**src/rtl/sdq_pkg.sv**
```systemverilog
package sdq_pkg;
  typedef struct packed {
    logic tblWrite;  // write the prescaled factor for loadIdx
    logic coefTake;  // accept a coefficient into stage 1
    logic stage2;    // advance stage 1 into the output register
  } sdqStrobe_t;
endpackage

```
**src/rtl/sdq_ctrl.sv**
```systemverilog
module sdq_ctrl
  import sdq_pkg::*;
#(
  parameter int IDX_W = 6
) (
  input  logic             clk,
  input  logic             rst,
  input  logic             loadStart,
  input  logic             loadValid,
  input  logic [IDX_W-1:0] loadIdx,
  input  logic             coefValid,
  output logic             tableReady,
  output logic             coefReady,
  output logic             outValid,
  output sdqStrobe_t       strb
);
  localparam int ENTRIES = 1 << IDX_W;

  logic [ENTRIES-1:0] written;
  logic [ENTRIES-1:0] writtenNext;
  logic               stage1Valid;

  always_comb begin
    strb.tblWrite = loadValid && !tableReady && !loadStart;
    strb.coefTake = coefValid && tableReady;
    strb.stage2   = stage1Valid;
    writtenNext   = written;
    writtenNext[loadIdx] = 1'b1;
  end

  assign coefReady = tableReady;

  always_ff @(posedge clk) begin
    if (rst) begin
      written     <= '0;
      tableReady  <= 1'b0;
      stage1Valid <= 1'b0;
      outValid    <= 1'b0;
    end else begin
      stage1Valid <= strb.coefTake;
      outValid    <= stage1Valid;
      if (loadStart) begin
        written    <= '0;
        tableReady <= 1'b0;
      end else if (strb.tblWrite) begin
        written    <= writtenNext;
        tableReady <= &writtenNext;
      end
    end
  end
endmodule

```
**src/rtl/sdq_datapath.sv**
```systemverilog
module sdq_datapath
  import sdq_pkg::*;
#(
  parameter int IDX_W   = 6,
  parameter int STEP_W  = 16,
  parameter int CONST_W = 15,
  parameter int FRAC    = 14,
  parameter int FACT_W  = 18,
  parameter int COEF_W  = 12,
  parameter int OUT_W   = 20
) (
  input  logic                     clk,
  input  sdqStrobe_t               strb,
  input  logic [IDX_W-1:0]         loadIdx,
  input  logic [STEP_W-1:0]        loadStep,
  input  logic [IDX_W-1:0]         coefIdx,
  input  logic                     coefZz,
  input  logic signed [COEF_W-1:0] coefVal,
  output logic signed [OUT_W-1:0]  outVal,
  output logic [IDX_W-1:0]         outPos
);
  localparam int ENTRIES  = 1 << IDX_W;
  localparam int SIDE     = 1 << (IDX_W / 2);
  localparam int RW       = STEP_W + CONST_W + 1;
  localparam int PW       = COEF_W + FACT_W + 1;
  localparam int FACT_MAX = (1 << FACT_W) - 1;
  localparam int OMAX     = (1 << (OUT_W - 1)) - 1;
  localparam int OMIN     = -(1 << (OUT_W - 1));
  localparam int HALF     = CONST_W - 1;

  // per-position Q1.14 constants, packed
  function automatic logic [ENTRIES*CONST_W-1:0] buildConst();
    logic [ENTRIES*CONST_W-1:0] v;
    v = '0;
    for (int p = 0; p < ENTRIES; p++)
      v[p*CONST_W +: CONST_W] = CONST_W'((1 << (HALF - 1)) + ((p * 397) % (1 << (HALF - 1))));
    return v;
  endfunction

  // zig-zag scan index -> natural position, walked along anti-diagonals
  function automatic logic [ENTRIES*IDX_W-1:0] buildZz();
    logic [ENTRIES*IDX_W-1:0] v;
    int k;
    v = '0;
    k = 0;
    for (int s = 0; s < 2 * SIDE - 1; s++) begin
      for (int j = 0; j < SIDE; j++) begin
        int r;
        r = (s % 2 == 1) ? ((s < SIDE ? 0 : s - SIDE + 1) + j)
                         : ((s < SIDE ? s : SIDE - 1) - j);
        if (r >= 0 && r < SIDE && (s - r) >= 0 && (s - r) < SIDE) begin
          v[k*IDX_W +: IDX_W] = IDX_W'(r * SIDE + (s - r));
          k++;
        end
      end
    end
    return v;
  endfunction

  localparam logic [ENTRIES*CONST_W-1:0] CONST_ROM = buildConst();
  localparam logic [ENTRIES*IDX_W-1:0]   ZZ_ROM    = buildZz();

  logic [FACT_W-1:0] factorTbl [ENTRIES];
  logic [RW-1:0]     rawProd;
  logic [RW-1:0]     rounded;
  logic [FACT_W-1:0] newFactor;
  logic [IDX_W-1:0]  natPos;

  logic signed [COEF_W-1:0] s1Coef;
  logic [FACT_W-1:0]        s1Fac;
  logic [IDX_W-1:0]         s1Pos;
  logic signed [PW-1:0]     prod;

  always_comb begin
    rawProd = RW'(loadStep) * RW'(CONST_ROM[loadIdx*CONST_W +: CONST_W])
            + RW'(1 << (FRAC - 1));
    rounded = rawProd >> FRAC;
    if (rounded > RW'(FACT_MAX)) newFactor = '1;
    else                         newFactor = rounded[FACT_W-1:0];
    natPos = coefZz ? ZZ_ROM[coefIdx*IDX_W +: IDX_W] : coefIdx;
    prod   = PW'(s1Coef) * PW'($signed({1'b0, s1Fac}));
  end

  always_ff @(posedge clk) begin
    if (strb.tblWrite) factorTbl[loadIdx] <= newFactor;
    if (strb.coefTake) begin
      s1Coef <= coefVal;
      s1Fac  <= factorTbl[natPos];
      s1Pos  <= natPos;
    end
    if (strb.stage2) begin
      outPos <= s1Pos;
      if (prod > PW'(OMAX))      outVal <= OUT_W'(OMAX);
      else if (prod < PW'(OMIN)) outVal <= OUT_W'(OMIN);
      else                       outVal <= prod[OUT_W-1:0];
    end
  end
endmodule

```
**src/rtl/scaled_dequant.sv**
```systemverilog
module scaled_dequant
  import sdq_pkg::*;
#(
  parameter int IDX_W   = 6,
  parameter int STEP_W  = 16,
  parameter int CONST_W = 15,
  parameter int FRAC    = 14,
  parameter int FACT_W  = 18,
  parameter int COEF_W  = 12,
  parameter int OUT_W   = 20
) (
  input  logic                     clk,
  input  logic                     rst,
  input  logic                     loadStart,
  input  logic                     loadValid,
  input  logic [IDX_W-1:0]         loadIdx,
  input  logic [STEP_W-1:0]        loadStep,
  output logic                     tableReady,
  input  logic                     coefValid,
  output logic                     coefReady,
  input  logic [IDX_W-1:0]         coefIdx,
  input  logic                     coefZz,
  input  logic signed [COEF_W-1:0] coefVal,
  output logic                     outValid,
  output logic signed [OUT_W-1:0]  outVal,
  output logic [IDX_W-1:0]         outPos
);
  sdqStrobe_t strb;

  sdq_ctrl #(.IDX_W(IDX_W)) u_ctrl (
    .clk(clk), .rst(rst), .loadStart(loadStart), .loadValid(loadValid),
    .loadIdx(loadIdx), .coefValid(coefValid), .tableReady(tableReady),
    .coefReady(coefReady), .outValid(outValid), .strb(strb)
  );

  sdq_datapath #(
    .IDX_W(IDX_W), .STEP_W(STEP_W), .CONST_W(CONST_W), .FRAC(FRAC),
    .FACT_W(FACT_W), .COEF_W(COEF_W), .OUT_W(OUT_W)
  ) u_dp (
    .clk(clk), .strb(strb), .loadIdx(loadIdx), .loadStep(loadStep),
    .coefIdx(coefIdx), .coefZz(coefZz), .coefVal(coefVal),
    .outVal(outVal), .outPos(outPos)
  );
endmodule

```
**config.mk**
```make
export PLATFORM = sky130hd
export DESIGN_NAME = scaled_dequant
export DESIGN_NICKNAME = d
export VERILOG_FILES = /design/src/rtl/sdq_pkg.sv /design/src/rtl/sdq_ctrl.sv /design/src/rtl/sdq_datapath.sv /design/src/rtl/scaled_dequant.sv
export SDC_FILE = /design/constraint.sdc
export NUM_CORES = 2
export LEC_CHECK = 0
export BUFFER_PORTS_ARGS = -buffer_cell sky130_fd_sc_hd__buf_2
export CORE_AREA = 4 4 353 355
export CTS_CLUSTER_SIZE = 16
export DETAILED_ROUTE_END_ITERATION = 8
export DIE_AREA = 0 0 357 359
export GPL_TIMING_DRIVEN = 0
export PLACE_DENSITY = 0.82
export SLEW_MARGIN = 25
export SYNTH_ARGS = -nofsm -noshare
export SYNTH_HDL_FRONTEND = slang
export SYNTH_SLANG_ARGS = --single-unit
```
**constraint.sdc**
```tcl
create_clock -name clk -period 34.4 [get_ports clk]
set_input_delay 6.88 -clock clk [delete_from_list [all_inputs] [get_ports clk]]
set_output_delay 6.88 -clock clk [all_outputs]
set_load 0.01 [all_outputs]
```
==> flow_metrics.tcl <==
set metrics [dict create \
    drt_iter0_drc 6465 \
    grt-ovfl-total 0 \
    avgViaCountPerCell 6.15 \
    post-route-min-period_ps 16880 \
    critical_path.endpoint_type "flop" \
    synth-edff-count 1214 \
    fin_crit_sh_pct 49.1 \
    rows 128 \
    yosysMostFrequentCell "nand2_1" \
    synthSimpleGateAreaFrac_pct 13.1 \
    synth.distinct_cells 93 \
    tritoncts "done" \
    dieArea_um2 128000 \
    fin_ws_ps 17520 \
    ys_ff_latch 1281 \
    detail-route-antenna-nets 0 \
    post_cts_resize_count 0 \
    cts-root-buf "clkbuf_16" \
    pre_cts_ws_ps 16920 \
    fmax_ghz 0.0592 \
    clkLatencyLatePin_ps 720 \
    port-buffer-count 69 \
    cts_inserted_buffers 121 \
    hp-class "flop to flop" \
    fin_skew_ps 25.6 \
    synthArstFlopShare_pct 0 \
    cts.htree.levels 3 \
    synth_flop_cell "edfxtp_1" \
    worst_slew_pin_slew_ps 1160 \
    crit_fanout 13 \
    hpwl_um 138000 \
    r2r-start "u_dp.s1Coef[9]" \
    hold_end "u_dp.outPos[1]" \
    criticalPathCategory "primary input to flop" \
    clockBufferDepth 3 \
    synth_mux_area_share_pct 2.09 \
    die_w_um 357 \
    place_area_um2 70700 \
    area_growth_syn_to_layout_pct 12.7 \
    wl_per_cell_um 24.8 \
    min_from "u_dp.s1Pos[1]" \
    max_stage_delay_ps 770 \
    worst_ep_required_time_ps 34940 \
    netlist_area_um2 66200 \
    grt_pass1_vias 47069 \
    antenna_found_initial 6 \
    drv_cap 0 \
    synth_nets 6197 \
    fin_tns_setup_ps 0 \
    hold_depth 0 \
    synth_xor_area_share_pct 0.503 \
    postSynthAreaPerCell_um2 11.8 \
    arrival_ps 17410 \
    ff2ff_path_depth 22 \
    finalNetCount 6484 \
    die_height_um 359 \
    grt_start_max_net_pins 32 \
    synth_top_area_share_pct 55.0 \
    finalHoldViolations 0 \
    grt_use_total_pct 29.1 \
    ys_top_cells_by_area "edfxtp_1, fa_1, nand2_1" \
    syn_inst 5600 \
    drv_slew 0 \
    routed_wl_um 189000 \
    status "finished, final reports clean" \
    timing.rr.end "u_dp.outVal[15]" \
    drc 0 \
    num_vias 46849 \
    cts.clk_slew.worst_paths_ps 60 \
    core_region_area_um2 121000 \
    post_cts_buffers 0 \
    relSlewSlack_pct 21.9 \
    finish.instance_area_um2 74700 \
    synth_fa_ha_area_share_pct 14.1 \
    grt_first_pass_wirelength_um 284000 \
    synth_compound_area_share_pct 8.61 \
    utilization_pct 61.5 \
    io_pins 75 \
    synth_top_area_cell "edfxtp_1" \
    r2r_slack_ps 27080 \
    ys_seq_area_share_pct 57.1 \
    rsz0062_at_grt "no" \
    layout-drive-gt1-share_pct 9.93 \
    setup_viol 0 \
    initial_core_util_pct 54.6 \
    crit_slowest_cell "mux2i_1" \
    synth_top_family_by_area "adder cells" \
    synth_commonest_cells "nand2_1, edfxtp_1, a21oi_1" \
    first_pass_iters 7 \
    cp-start-kind "primary input" \
    clock_sinks 1281 \
    postCtsHoldBufs 0 \
    routabilityCongestion 0.969 \
    ys_warn_count 0 \
]
[worst max-delay path: cells and delay by family]
kind,cells,cell delay (ps)
AO/OA/AOI/OAI,9,2690
multiplexers,1,770
buffers and inverters,13,2410
XOR/XNOR,1,210
adder cells (fa/ha/maj),8,3730
AND/OR/NAND/NOR,4,710
[cells in the final DEF, fill, tap and decap left out, types with 17 or more instances in the layout]
| master | count |
|---|---|
| nor2_1 | 62 |
| a2111oi_0 | 26 |
| nor3_1 | 19 |
| edfxtp_1 | 1214 |
| or3_1 | 19 |
| nand4_1 | 49 |
| and2_1 | 165 |
| nor2_4 | 45 |
| o21a_1 | 65 |
| a32oi_1 | 45 |
| nand3_1 | 99 |
| clkinv_1 | 31 |
| clkinv_2 | 21 |
| a21o_1 | 50 |
| buf_16 | 23 |
| nand2_1 | 1310 |
| a21oi_1 | 433 |
| dfxtp_1 | 66 |
| o21ai_0 | 106 |
| o22ai_1 | 24 |
| xnor2_1 | 18 |
| inv_1 | 410 |
| fa_1 | 329 |
| mux2i_1 | 127 |
| nand2b_1 | 40 |
| a211oi_1 | 17 |
| nor4_1 | 43 |
| buf_4 | 31 |
| buf_2 | 146 |
| nor2b_1 | 36 |
| buf_6 | 57 |
| ha_1 | 222 |
| a21boi_0 | 29 |
| clkbuf_16 | 122 |
| clkbuf_1 | 205 |
| a31oi_1 | 24 |
[cell families (layout without fill, tap and decap cells)]
| group | after synthesis | after routing |
|---|---|---|
| AO/OA/AOI/OAI | 907 | 907 |
| XOR/XNOR | 38 | 38 |
| adder cells (fa/ha/maj) | 551 | 551 |
| buffers and inverters | 725 | 1115 |
| flip-flops | 1281 | 1281 |
| multiplexers | 133 | 133 |
| other | 0 | 3 |
| AND/OR/NAND/NOR | 1965 | 1965 |
[registers in the layout, indices dropped and copies added (netlist names)]
name / flops
u_dp.outVal: 20
u_ctrl.written: 64
u_dp.factorTbl: 1152
u_ctrl.stage1Valid: 1
u_ctrl.coefReady: 1
u_ctrl.outValid: 1
u_dp.s1Fac: 18
u_dp.s1Pos: 6
u_dp.s1Coef: 12
u_dp.outPos: 6
[layout make-up]
cell class | count | area, um2
Antenna cell | 3 | 7.51
Clock buffer | 150 | 3180
Clock inverter | 76 | 746
Sequential cell | 1281 | 37800
Buffer | 304 | 1420
Fill cell | 9014 | 46700
Multi-Input combinational cell | 3594 | 26100
Tap cell | 1625 | 2030
Timing Repair Buffer | 164 | 1830
Inverter | 421 | 1580
[routing by layer]
metal / part of all wire, % / global-route usage [%]
met3: 12 / 6.44
met5: 0.0069 / 0
met4: 6.1 / 15.6
met1: 35 / 37.5
met2: 46 / 46.3
[worst max-delay path by stage]
stage / end / startpoint / slack, ps
after floorplan: u_dp.factorTbl[0][15] / loadIdx[1] / 18220
after global placement: u_dp.factorTbl[58][7] / loadIdx[1] / 12940
after detailed placement: u_dp.factorTbl[58][7] / loadIdx[1] / 16920
after CTS: u_dp.factorTbl[7][7] / loadIdx[1] / 17610
after global routing: u_dp.factorTbl[7][7] / loadIdx[1] / 17070
final: u_dp.factorTbl[7][7] / loadIdx[1] / 17520
[metrics by stage]
stage          cells  hold WS [ps]
2_1_floorplan   5600           400
3_3_place_gp    7294           406
3_5_place_dp    7388           405
4_1_cts         7614           427
5_1_grt         7617           443
6_report        7618           426
Power is not shown: default switching activity piles up to over one toggle a cycle in this logic, so the estimate is an artifact.
